==> config.mk <==
export PLATFORM = sky130hd
export DESIGN_NAME = sram_strobe_ctrl
export DESIGN_NICKNAME = d
export VERILOG_FILES = /design/src/rtl/sram_ctrl_pkg.sv /design/src/rtl/sram_ctrl_timer.sv /design/src/rtl/sram_ctrl_seq.sv /design/src/rtl/sram_ctrl_rdcap.sv /design/src/rtl/sram_strobe_ctrl.sv
export SDC_FILE = /design/constraint.sdc
export NUM_CORES = 1
export LEC_CHECK = 0
export BUFFER_PORTS_ARGS = -buffer_cell sky130_fd_sc_hd__buf_2
export CORE_UTILIZATION = 45
export CTS_CLUSTER_SIZE = 24
export DETAILED_ROUTE_END_ITERATION = 7
export HOLD_SLACK_MARGIN = 0.06
export PLACE_DENSITY_LB_ADDON = 0.08
export REMOVE_ABC_BUFFERS = 1
export SLEW_MARGIN = 20
export SYNTH_ARGS = -nofsm -noshare
export SYNTH_HDL_FRONTEND = slang
export SYNTH_SLANG_ARGS = --single-unit
==> constraint.sdc <==
create_clock -name clk -period 1.74 [get_ports clk]
set_input_delay 0.348 -clock clk [delete_from_list [all_inputs] [get_ports clk]]
set_output_delay 0.348 -clock clk [all_outputs]
set_load 0.005 [all_outputs]
==> src/rtl/sram_ctrl_pkg.sv <==
package sram_ctrl_pkg;

    typedef enum logic [2:0] {
        ST_IDLE,
        ST_READ,
        ST_WTURN,
        ST_WDATA,
        ST_WTAIL
    } seq_state_e;

    typedef struct packed {
        logic ce_n;
        logic we_n;
        logic oe_n;
    } strobe_s;

    localparam strobe_s STROBE_IDLE = '{ce_n: 1'b1, we_n: 1'b1, oe_n: 1'b1};

    function automatic int imax(input int a, input int b);
        return (a > b) ? a : b;
    endfunction

    // Strobe pattern for each sequencer state; the tail keeps only the
    // non-terminating strobe low.
    function automatic strobe_s decode_strobes(input seq_state_e st, input logic ce_ends);
        strobe_s s;
        s = STROBE_IDLE;
        case (st)
            ST_READ:            s = '{ce_n: 1'b0, we_n: 1'b1, oe_n: 1'b0};
            ST_WTURN, ST_WDATA: s = '{ce_n: 1'b0, we_n: 1'b0, oe_n: 1'b1};
            ST_WTAIL:           s = ce_ends ? '{ce_n: 1'b1, we_n: 1'b0, oe_n: 1'b1}
                                            : '{ce_n: 1'b0, we_n: 1'b1, oe_n: 1'b1};
            default:            s = STROBE_IDLE;
        endcase
        return s;
    endfunction

endpackage

==> src/rtl/sram_ctrl_timer.sv <==
module sram_ctrl_timer #(
    parameter int CNT_W = 4
) (
    input  logic             clk,
    input  logic             rst,
    input  logic             load,
    input  logic [CNT_W-1:0] load_val,
    output logic             expired
);
    logic [CNT_W-1:0] cnt;

    always_ff @(posedge clk) begin
        if (rst) begin
            cnt <= '0;
        end else if (load) begin
            cnt <= load_val;
        end else if (cnt != '0) begin
            cnt <= cnt - CNT_W'(1);
        end
    end

    assign expired = (cnt == '0);
endmodule

==> src/rtl/sram_ctrl_seq.sv <==
module sram_ctrl_seq
    import sram_ctrl_pkg::*;
#(
    parameter int T_ACC         = 1,
    parameter int T_WP          = 1,
    parameter int T_AW          = 1,
    parameter int T_SETUP       = 1,
    parameter int T_TURN        = 1,
    parameter int T_HOLD        = 0,
    parameter int CE_CONTROLLED = 0
) (
    input  logic    clk,
    input  logic    rst,
    input  logic    req_fire,
    input  logic    req_write,
    output logic    idle,
    output strobe_s strobes,
    output logic    dq_oe,
    output logic    capture,
    output logic    done
);
    // Driven cycles inside the overlap: enough for setup, pulse width and
    // address-to-end once the turnaround has been spent.
    localparam int DATA_CYC = imax(imax(T_SETUP, 1), imax(T_WP - T_TURN, T_AW - T_TURN));
    localparam int TAIL_CYC = imax(T_HOLD, 1);
    localparam int MAX_CYC  = imax(imax(T_ACC, T_TURN), imax(DATA_CYC, TAIL_CYC));
    localparam int CNT_W    = $clog2(MAX_CYC + 1);

    localparam logic [CNT_W-1:0] ACC_LD  = CNT_W'(T_ACC - 1);
    localparam logic [CNT_W-1:0] DATA_LD = CNT_W'(DATA_CYC - 1);
    localparam logic [CNT_W-1:0] TAIL_LD = CNT_W'(TAIL_CYC - 1);
    localparam logic [CNT_W-1:0] TURN_LD = CNT_W'(T_TURN - 1);

    seq_state_e       state, nxt;
    logic             load, expired, fin, tail_drive;
    logic [CNT_W-1:0] load_val;
    seq_state_e       first_wr;
    logic [CNT_W-1:0] first_ld;

    generate
        if (T_TURN > 0) begin : g_turn
            assign first_wr = ST_WTURN;
            assign first_ld = TURN_LD;
        end else begin : g_noturn
            assign first_wr = ST_WDATA;
            assign first_ld = DATA_LD;
        end
        if (T_HOLD > 0) begin : g_hold
            assign tail_drive = 1'b1;
        end else begin : g_nohold
            assign tail_drive = 1'b0;
        end
    endgenerate

    sram_ctrl_timer #(.CNT_W(CNT_W)) u_timer (
        .clk     (clk),
        .rst     (rst),
        .load    (load),
        .load_val(load_val),
        .expired (expired)
    );

    always_comb begin
        nxt      = state;
        load     = 1'b0;
        load_val = '0;
        fin      = 1'b0;
        unique case (state)
            ST_IDLE: begin
                if (req_fire) begin
                    load = 1'b1;
                    if (req_write) begin
                        nxt      = first_wr;
                        load_val = first_ld;
                    end else begin
                        nxt      = ST_READ;
                        load_val = ACC_LD;
                    end
                end
            end
            ST_READ: begin
                if (expired) begin
                    nxt = ST_IDLE;
                    fin = 1'b1;
                end
            end
            ST_WTURN: begin
                if (expired) begin
                    nxt      = ST_WDATA;
                    load     = 1'b1;
                    load_val = DATA_LD;
                end
            end
            ST_WDATA: begin
                if (expired) begin
                    nxt      = ST_WTAIL;
                    load     = 1'b1;
                    load_val = TAIL_LD;
                end
            end
            ST_WTAIL: begin
                if (expired) begin
                    nxt = ST_IDLE;
                    fin = 1'b1;
                end
            end
            default: nxt = ST_IDLE;
        endcase
    end

    always_ff @(posedge clk) begin
        if (rst) begin
            state   <= ST_IDLE;
            strobes <= STROBE_IDLE;
            dq_oe   <= 1'b0;
            done    <= 1'b0;
        end else begin
            state   <= nxt;
            strobes <= decode_strobes(nxt, CE_CONTROLLED != 0);
            dq_oe   <= (nxt == ST_WDATA) || (tail_drive && (nxt == ST_WTAIL));
            done    <= fin;
        end
    end

    assign idle    = (state == ST_IDLE);
    assign capture = (state == ST_READ) && expired;
endmodule

==> src/rtl/sram_ctrl_rdcap.sv <==
module sram_ctrl_rdcap #(
    parameter int DATA_W = 8
) (
    input  logic              clk,
    input  logic              rst,
    input  logic              capture,
    input  logic [DATA_W-1:0] bus_in,
    output logic [DATA_W-1:0] rdata
);
    always_ff @(posedge clk) begin
        if (rst) begin
            rdata <= '0;
        end else if (capture) begin
            rdata <= bus_in;
        end
    end
endmodule

==> src/rtl/sram_strobe_ctrl.sv <==
module sram_strobe_ctrl
    import sram_ctrl_pkg::*;
#(
    parameter int ADDR_W        = 15,
    parameter int DATA_W        = 8,
    parameter int T_ACC         = 1,
    parameter int T_WP          = 1,
    parameter int T_AW          = 1,
    parameter int T_SETUP       = 1,
    parameter int T_TURN        = 1,
    parameter int T_HOLD        = 0,
    parameter int CE_CONTROLLED = 0
) (
    input  logic              clk,
    input  logic              rst,
    input  logic              req_valid,
    output logic              req_ready,
    input  logic              req_write,
    input  logic [ADDR_W-1:0] req_addr,
    input  logic [DATA_W-1:0] req_wdata,
    output logic              done,
    output logic [DATA_W-1:0] rdata,
    output logic [ADDR_W-1:0] sram_addr,
    output logic              sram_ce_n,
    output logic              sram_we_n,
    output logic              sram_oe_n,
    output logic [DATA_W-1:0] sram_dq_out,
    output logic              sram_dq_oe,
    input  logic [DATA_W-1:0] sram_dq_in
);
    strobe_s           strobes;
    logic              req_fire, idle, capture;
    logic [ADDR_W-1:0] addr_q;
    logic [DATA_W-1:0] wdata_q;

    assign req_ready = idle;
    assign req_fire  = req_valid && idle;

    always_ff @(posedge clk) begin
        if (rst) begin
            addr_q  <= '0;
            wdata_q <= '0;
        end else if (req_fire) begin
            addr_q  <= req_addr;
            wdata_q <= req_wdata;
        end
    end

    sram_ctrl_seq #(
        .T_ACC        (T_ACC),
        .T_WP         (T_WP),
        .T_AW         (T_AW),
        .T_SETUP      (T_SETUP),
        .T_TURN       (T_TURN),
        .T_HOLD       (T_HOLD),
        .CE_CONTROLLED(CE_CONTROLLED)
    ) u_seq (
        .clk      (clk),
        .rst      (rst),
        .req_fire (req_fire),
        .req_write(req_write),
        .idle     (idle),
        .strobes  (strobes),
        .dq_oe    (sram_dq_oe),
        .capture  (capture),
        .done     (done)
    );

    sram_ctrl_rdcap #(.DATA_W(DATA_W)) u_rdcap (
        .clk    (clk),
        .rst    (rst),
        .capture(capture),
        .bus_in (sram_dq_in),
        .rdata  (rdata)
    );

    assign sram_addr   = addr_q;
    assign sram_dq_out = wdata_q;
    assign sram_ce_n   = strobes.ce_n;
    assign sram_we_n   = strobes.we_n;
    assign sram_oe_n   = strobes.oe_n;
endmodule

# Word level (Yosys, flattened, before mapping)
# Index checks and enable logic that the tools add are counted.
word_totals:
  in_bits: 35
  output_inout_bits: 37
  register_bits: 40
  wordCells: 39
op_classes:
  bitwise_logic: 2
  mux: 10
  addsub: 1
  n_reduce_logical: 8
  n_eq_ne: 8
ops:
  columns: ["operator", "n"]
  rows:
  - ["$eq 3x2->1 const B", 4]
  - ["$mux 3", 4]
  - ["$pmux 3 s4", 1]
  - ["$pmux 3 s3", 1]
  - ["$reduce_or 2->1", 4]
  - ["$eq 3x1->1 const B", 2]
  - ["$eq 3x3->1 const B", 2]
  - ["$logic_not 3->1", 1]
  - ["$reduce_or 3->1", 1]
  - ["$logic_and 1x1->1", 2]
  - ["$mux 1", 2]
  - ["$mux 2", 1]
  - ["$not 1->1", 2]
  - ["$pmux 1 s2", 1]
  - ["$sub 1x1->1 const B", 1]

# Depth between registers and ports, before layout
# Gate-level depths: netlist (run 1).
logic_depth:
  ltp_word: 7
  ltp_mapped: 5
  ltp_nobuf: 3

# Hierarchy
# A second synthesis (run 1) with hierarchy kept.
hier_totals:
  hier_cells: 171
  hier_area_um2: 1722.9
modules_own_cells:
  columns: ["mod", "n_inst", "area_each_um2", "cells_each", "seq_area_each_um2"]
  rows:
  - ["sram_strobe_ctrl", 1, 1038.5, 105, 460.4]
  - ["sram_ctrl_seq", 1, 366.6, 37, 160.2]
  - ["sram_ctrl_rdcap", 1, 285.3, 26, 160.2]
  - ["sram_ctrl_timer", 1, 32.5, 3, 20.0]

# Worst setup path after synthesis (run 1)
# No wires, ideal clock.
synth_path:
  path_kind: "register to register"
  from: "reg u_seq.state[0]"
  to: "reg addr_q[0], in the netlist sram_addr[0]"
  synth_period_minus_slack_ns: 1.358
  path_stages_with_launch: 6
  t_arrival_ns: 1.226
  setup_slack_ns: 0.382
  path_buffers: 2
  setup_time_ns: 0.132
  path_cell_list: "dfxtp_1 > or4b_1 > buf_2 > buf_6 > nand2_1 > a21oi_1"
synth_between:
  elab_chain_cells: 2
synth_lines:
  columns: ["item", "line", "text"]
  rows:
  - ["from (decl)", "sram_ctrl_seq.sv:34", "seq_state_e state, nxt;"]
  - ["from (signal assigned)", "sram_ctrl_seq.sv:118", "state <= nxt;"]
  - ["$logic_not 3->1", "sram_ctrl_seq.sv:125", "assign idle = (state == ST_IDLE);"]
  - ["$logic_and 1x1->1", "sram_strobe_ctrl.sv:37", "assign req_fire = req_valid && idle;"]
  - ["to (signal assigned)", "sram_strobe_ctrl.sv:44", "addr_q <= req_addr;"]
  - ["to (decl)", "sram_strobe_ctrl.sv:33", "logic [ADDR_W-1:0] addr_q;"]
# No other way between the ends.
# A chain may end at the register's enable or synchronous reset.

# Worst setup path in the final report (run 1)
layout_path:
  from: "reg u_seq.state[0]"
  to: "out req_ready"
layout_between:
  elab_chain_cells: 1
layout_lines:
  columns: ["item", "line", "text"]
  rows:
  - ["$logic_not 3->1", "sram_ctrl_seq.sv:125", null]
  - ["to (decl)", "sram_strobe_ctrl.sv:17", "output logic req_ready,"]
# No other way between the ends.

==> results of run 1 <==
[cells in the final DEF (no fill, tap or decap)]
| cell | n |
|---|---|
| xnor2_1 | 2 |
| a21o_1 | 2 |
| a21oi_1 | 34 |
| nor3b_1 | 1 |
| a221oi_1 | 1 |
| inv_1 | 2 |
| buf_2 | 71 |
| clkbuf_8 | 2 |
| and3_1 | 1 |
| conb_1 | 1 |
| dfxtp_1 | 40 |
| and2_1 | 1 |
| nor3_1 | 1 |
| nor2_1 | 4 |
| o21ai_0 | 1 |
| nor4b_4 | 2 |
| nand2_1 | 65 |
| or4_1 | 1 |
| a2111oi_0 | 1 |
| bufinv_16 | 1 |
| nor4bb_1 | 1 |
| or4b_1 | 2 |
| a41oi_1 | 1 |
| clkbuf_4 | 5 |
| buf_4 | 8 |
| nor4_1 | 1 |
[cells by family (layout without fill, tap and decap cells)]
| kind of cell | count (synthesis) | after routing | share of synthesized area, % |
|---|---|---|---|
| AO/OA/AOI/OAI | 40 | 40 | 14.4 |
| XOR/XNOR | 2 | 2 | 1.17 |
| buffers and inverters | 16 | 89 | 5.91 |
| flip-flops | 40 | 40 | 53.3 |
| other | 1 | 1 | 0.250 |
| AND/OR/NAND/NOR | 80 | 80 | 25.0 |
[layout make-up]
| type | instances | area [um^2] |
|---|---|---|
| well taps | 44 | 55.1 |
| repair buffers | 79 | 415 |
| inverters | 2 | 7.51 |
| multi-input cells | 123 | 613 |
| clock buffers | 7 | 65.1 |
| flip-flops and latches | 40 | 801 |
| fillers | 320 | 1120 |
| clock inverters | 1 | 30.0 |
[sequential cells by signal (all words and copies together), names as in the netlist]
register / count
sram_addr: 15
sram_dq_out: 8
u_rdcap.rdata: 8
u_seq.done: 1
u_seq.dq_oe: 1
u_seq.state: 3
u_seq.strobes: 3
u_seq.u_timer.cnt: 1
[per-stage QoR]
| stage | setup WS [ps] | utilization, % | std cells |
|---|---|---|---|
| 5_1_grt | 154 | 64.0 | 296 |
| 3_5_place_dp | 312 | 61.0 | 288 |
| 2_1_floorplan | 174 | - | 165 |
| 6_report | 217 | 64.0 | 296 |
| 4_1_cts | 200 | 64.0 | 296 |
| 3_3_place_gp | 332 | 61.0 | 288 |
[power groups by stage]
| stage | clock [mW] | combinational [mW] | sequential [mW] |
|---|---|---|---|
| 2_1_floorplan | 0 | 0.133 | 1.06 |
| 3_3_place_gp | 0 | 0.317 | 1.03 |
| 3_5_place_dp | 0 | 0.319 | 1.04 |
| 4_1_cts | 0.693 | 0.321 | 1.01 |
| 5_1_grt | 0.731 | 0.361 | 1.02 |
| 6_report | 0.682 | 0.318 | 1.01 |
[per-layer routing]
metal | global-route usage, % | wire length (um)
met4 | 7.97 | 47
met2 | 31.1 | 1360
met1 | 21.9 | 1500
met3 | 8.01 | 292
met5 | 0 | 0
[critical path, delay by kind of cell, from the launching register on]
kind	cells	cell delay [ps]
buf+inv	2	320
flops	1	350
simple gates	1	160
[how the worst max path moves through the flow]
| stage | cells after the start | slack (ps) | endpoint |
|---|---|---|---|
| 6_report | 3 | 220 | req_ready |
| 5_1_grt | 3 | 150 | req_ready |
| 3_5_place_dp | 5 | 310 | sram_addr[5] |
| 3_3_place_gp | 5 | 330 | sram_addr[10] |
| 4_1_cts | 3 | 200 | req_ready |
| 2_1_floorplan | 3 | 170 | sram_addr[0] |
[cell usage after synthesis, drive strengths merged]
library cell and number:
conb 1, nor4 1, or4 1, nor4b 2, or4b 2, nand2 65, a41oi 1, a2111oi 1
a21o 2, nor3 1, nor2 4, o21ai 1, dfxtp 40, a21oi 34, nor3b 1, a221oi 1
buf 9, and3 1, and2 1, xnor2 2, nor4bb 1, clkbuf 5, inv 2
==> flow_metrics.env, run 1 <==
export IMPL_run_status="complete, no violations"
export IMPL_timing_final_setup_violations=0
export IMPL_rsz_0062_raised_after_global_routing="no"
export IMPL_synth_area_leaders="dfxtp_1, nand2_1, a21oi_1"
export IMPL_timing_hold_ws_ps=222
export IMPL_final_min_clock_period_ps=1520
export IMPL_final_cycle_share_pct=87.5
export IMPL_area_growth_syn_to_layout_pct=32.2
export IMPL_grtUsageTotal_pct=19.1
export IMPL_regToRegStartpoint="u_seq.u_timer.cnt"
export IMPL_place_area_um2=1890
export IMPL_ir_worst_vdd_uv=545
export IMPL_cpMaxStageDelayCell="dfxtp_1"
export IMPL_row_count=20
export IMPL_worstHoldPathCells=3
export IMPL_power_density_nw_per_um2=1010
export IMPL_maxClockFrequency_mhz=657
export IMPL_post_route_cells_drive_above_1_share_pct=35.3
export IMPL_clk_insertion_delay_late_ps=340
export IMPL_numCtsBuffers=5
export IMPL_reg2regPathDepth=3
export IMPL_synth_register_bits=40
export IMPL_synth_top_cell_area_share_pct=53.3
export IMPL_total_power_mw=2.01
export IMPL_clock_tree_buf_depth=2
export IMPL_combinationalPowerShare_pct=15.8
export IMPL_final_max_slew_viol_count=0
export IMPL_fin_nets=286
export IMPL_io_buffer_count=71
export IMPL_place_congestion=0.814
export IMPL_yosys_area_top_type="dfxtp_1"
export IMPL_setup_tns_final_ps=0
export IMPL_detail_route_iter0_violations=57
export IMPL_core_area_um2=3100
export IMPL_ctsRootBufferMaster="clkbuf_4"
export IMPL_drt_vias_per_instance=4.71
export IMPL_grt_ovfl_total=0
export IMPL_ctsHoldBuffers=0
export IMPL_clock_power_share_pct=33.9
export IMPL_critical_path_max_fanout=13
export IMPL_timing_critical_path_cells="buf_4 -> nor3_1 -> buf_2"
export IMPL_crit_start="u_seq.state[0]"
export IMPL_synthesis_instances=179
export IMPL_initial_utilization_pct=48.4
export IMPL_finalWirelength_mm=3.20
export IMPL_intPower_mw=1.51
export IMPL_post_route_cell_area_um2=1990
export IMPL_die_area_um2=3570
export IMPL_critical_path_arrival_ps=1170
export IMPL_worstSetupStartpointType="register"
export IMPL_fin_worst_skew_ps=6.38
export IMPL_num_io_pins=72
export IMPL_path_clk_slew_ps=120
export IMPL_grt_max_degree=27
export IMPL_whs_endpoint="u_rdcap.rdata[7]"
export IMPL_power_share_switching_pct=24.9
export IMPL_cp_required_ps=1390
export IMPL_worstReg2RegEnd="u_rdcap.rdata[2]"
export IMPL_total_switching_power_uw=502
export IMPL_leakagePower_nw=0.929
export IMPL_cpPeakStageDelay_ps=350
export IMPL_synth_yosys_seq_area_share_pct=53.3
export IMPL_maxCapViolations=0
export IMPL_dpl_hpwl_mm=2.18
export IMPL_n_antenna_cell=0
export IMPL_yosys_cell_types_count=25
export IMPL_setup_reg_to_reg_worst_slack_ps=290
export IMPL_die_w_um=59.8
export IMPL_drtAntennaViolNets=0
export IMPL_endpoint_kind="output pin"
export IMPL_dr_total_vias=1393
export IMPL_report_final_hold_viol_count=0
export IMPL_grt_antenna_before_repair=0
export IMPL_hold_start="sram_dq_in[7]"
export IMPL_die_h_um=59.8
export IMPL_cts_max_level=2
export IMPL_class_of_the_worst_hold_path="input port to register"
export IMPL_critical_setup_path_class="register to output pin"
export IMPL_cts_num_sinks=40
export IMPL_synth_area_um2=1500
export IMPL_drt_pass1_iterations=4
export IMPL_via_count_of_the_first_global_routing_pass=1179
export IMPL_grt_pass1_wl_mm=4.99
export IMPL_route_detailed_drc=0
export IMPL_cts_setup_buffers=0
export IMPL_avgSynthCellArea_um2=8.39
export IMPL_wl_per_cell_um=10.8
export IMPL_tritoncts="yes"
export IMPL_synthesis_yosys_warnings=0
export IMPL_post_cts_resized=0
export IMPL_seq_power_share_pct=50.3
Power figures use the tool's default switching activity.
==> run 2: changes to the inputs <==
--- a/config.mk
+++ b/config.mk
@@ -11,8 +11,8 @@
 export DETAILED_ROUTE_END_ITERATION = 7
 export HOLD_SLACK_MARGIN = 0.06
 export PLACE_DENSITY_LB_ADDON = 0.08
-export REMOVE_ABC_BUFFERS = 1
 export SLEW_MARGIN = 20
 export SYNTH_ARGS = -nofsm -noshare
 export SYNTH_HDL_FRONTEND = slang
+export SYNTH_HIERARCHICAL = 1
 export SYNTH_SLANG_ARGS = --single-unit
==> flow_metrics.env, run 2 <==
export IMPL_run_status="complete, no violations"
export IMPL_synth_area_leaders="dfxtp_1, a21bo_1, nand3_1"
export IMPL_row_count=22
export IMPL_timing_hold_ws_ps=305
export IMPL_total_power_mw=2.25
export IMPL_mappedNetlistNets=206
export IMPL_drtAntennaViolNets=0
export IMPL_synth_fa_ha_area_share_pct=0
export IMPL_synthesis_yosys_warnings=6
export IMPL_placement_setup_worst_slack_ps=110
export IMPL_layout_cells_most_common_list="buf_2, dfxtp_1, nand3_1"
export IMPL_path_clk_slew_ps=70
export IMPL_drt_vias_per_instance=5.08
export IMPL_post_route_cells_drive_above_1_share_pct=43.8
export IMPL_route_detailed_drc=0
export IMPL_numCtsBuffers=5
export IMPL_maxClockFrequency_mhz=592
export IMPL_initial_utilization_pct=47.1
export IMPL_n_antenna_cell=0
export IMPL_grtUsageTotal_pct=17.6
export IMPL_grt_pass1_wl_mm=5.69
export IMPL_yosys_area_top_type="dfxtp_1"
export IMPL_rsz_0062_raised_after_global_routing="no"
export IMPL_grt_ovfl_total=0
export IMPL_place_congestion=0.686
export IMPL_multiInputGateArea_um2=825
export IMPL_finalWirelength_mm=3.63
export IMPL_synth_area_um2=1720
export IMPL_avgSynthCellArea_um2=10.1
export IMPL_grt_max_degree=48
export IMPL_maxCapViolations=0
export IMPL_via_count_of_the_first_global_routing_pass=1273
export IMPL_dpl_hpwl_mm=2.46
export IMPL_endpoint_kind="register"
export IMPL_synth_edf_count=0
export IMPL_clk_insertion_delay_late_ps=280
export IMPL_leakagePower_nw=0.998
export IMPL_synth_yosys_seq_area_share_pct=46.5
export IMPL_num_io_pins=72
export IMPL_setup_ws_ps=51.2
export IMPL_synth_top_cell_area_share_pct=46.5
export IMPL_report_final_hold_viol_count=0
export IMPL_seq_area_um2=802
export IMPL_fin_nets=274
export IMPL_synth_register_bits=40
export IMPL_ys_dominant_reg_cell="dfxtp_1"
export IMPL_layout_cells_most_common="buf_2"
export IMPL_power_density_nw_per_um2=1030
export IMPL_synth_compound_gate_area_share_pct=25.7
export IMPL_final_min_clock_period_ps=1690
export IMPL_area_growth_syn_to_layout_pct=27.7
export IMPL_cts_max_level=2
export IMPL_grt_antenna_before_repair=0
export IMPL_drt_pass1_iterations=4
export IMPL_synth_top_family_by_area="compound AO/OA/AOI/OAI gates"
export IMPL_final_max_slew_viol_count=0
export IMPL_clock_tree_buf_depth=2
export IMPL_critical_path_max_fanout=4
export IMPL_worstSetupStartpointType="register"
export IMPL_async_flop_share_pct=0
export IMPL_largest_register_ff_count=15
export IMPL_critical_setup_path_class="register to register"
export IMPL_core_area_um2=3660
export IMPL_io_buffer_count=71
export IMPL_wl_per_cell_um=12.6
export IMPL_final_cycle_share_pct=97.1
export IMPL_tritoncts="yes"
export IMPL_cp_required_ps=1920
export IMPL_die_h_um=63.9
export IMPL_filler_cell_count=307
export IMPL_class_of_the_worst_hold_path="input port to register"
export IMPL_ctsRootBufferMaster="clkbuf_8"
export IMPL_dr_total_vias=1464
export IMPL_cts_num_sinks=40
export IMPL_timing_final_setup_violations=0
export IMPL_synth_simple_gate_area_share_pct=14.7
export IMPL_synth_mux_area_share_pct=4.65
export IMPL_synthesis_instances=171
export IMPL_synthTopCellsByCount="dfxtp_1, nand3_1, a21oi_1"
export IMPL_synth_most_common_cell="dfxtp_1"
export IMPL_die_area_um2=4080
export IMPL_critical_path_arrival_ps=1870
export IMPL_fin_worst_skew_ps=1.73
export IMPL_cts_setup_buffers=0
export IMPL_die_w_um=63.9
export IMPL_synth_xor_xnor_area_share_pct=0.508
export IMPL_ir_worst_vdd_uv=584
export IMPL_yosys_cell_types_count=33
export IMPL_detail_route_iter0_violations=86
-- run 2: cell types whose count changed in the layout (fill, tap and decap cells not counted), sizes merged, moves of 7 or more --
cell / change
mux2i: +8
nand2: -63
nor2: +7
a21bo: +23
nand3: +23
a21oi: -8
-- run 2: worst max-delay path: stages (launching register included) --
cell and delay (ps):
dfxtp_2 340, nor3_4 220, and2_4 190, or3b_4 400, a211o_1 280, a21o_1 150
-- run 2: logic make-up (layout without fill, tap and decap cells) --
logic type             count (synthesis)  count (layout)
buffers and inverters                 19              88
other                                  1               1
flip-flops                            40              40
multiplexers                           8               8
AO/OA/AOI/OAI                         55              55
AND/OR/NAND/NOR                       47              47
XOR/XNOR                               1               1
-- run 2: metal layers --
layer | vias to the layer above | global-route usage (%) | share of wire, %
met2 | 53 | 29.1 | 47
met1 | 667 | 22.6 | 47
met3 | 4 | 3.75 | 5.1
met5 | - | 0 | 0
met4 | 0 | 5.97 | 0.88
li1 | 740 | - | -
-- run 2: layout make-up --
class	count	area share (%)
Multi-Input combinational cell	112	37.5
Sequential cell	40	36.5
Timing Repair Buffer	78	18.9
Clock buffer	8	4.10
Tap cell	48	2.73
Inverter	2	0.341
-- run 2: final timing paths --
path                    startpoint  slack, ps                to  cells past startpoint
hold / removal       sram_dq_in[6]        310  u_rdcap/rdata[6]                      3
setup / recovery    u_seq/state[1]         50  u_seq/strobes[2]                      5
hold reg to reg   u_rdcap/rdata[5]        500  u_rdcap/rdata[5]                      2
setup reg to reg    u_seq/state[1]         50  u_seq/strobes[2]                      5
-- run 2: metrics by stage --
step / cells / area, um^2 / util [%] / setup TNS [ps]
after floorplan: 171 / 1750 / - / -716
after global placement: 280 / 2090 / 57.1 / 0
after detailed placement: 280 / 2090 / 57.1 / 0
after CTS: 288 / 2180 / 59.6 / 0
after global routing: 288 / 2200 / 60.1 / 0
final: 288 / 2200 / 60.1 / 0
-- run 2: what timing repair did --
| action | in CTS | in global routing |
|---|---|---|
| setup endpoints to repair | 1 | 2 |
| hold buffers | 0 | 0 |
| gates resized for setup | 1 | 3 |
-- run 2: report_power, final --
group / switching [mW] / internal [mW]
combinational: 0.304 / 0.288
sequential: 0.0431 / 1.01
clock: 0.285 / 0.323
total: 0.632 / 1.62
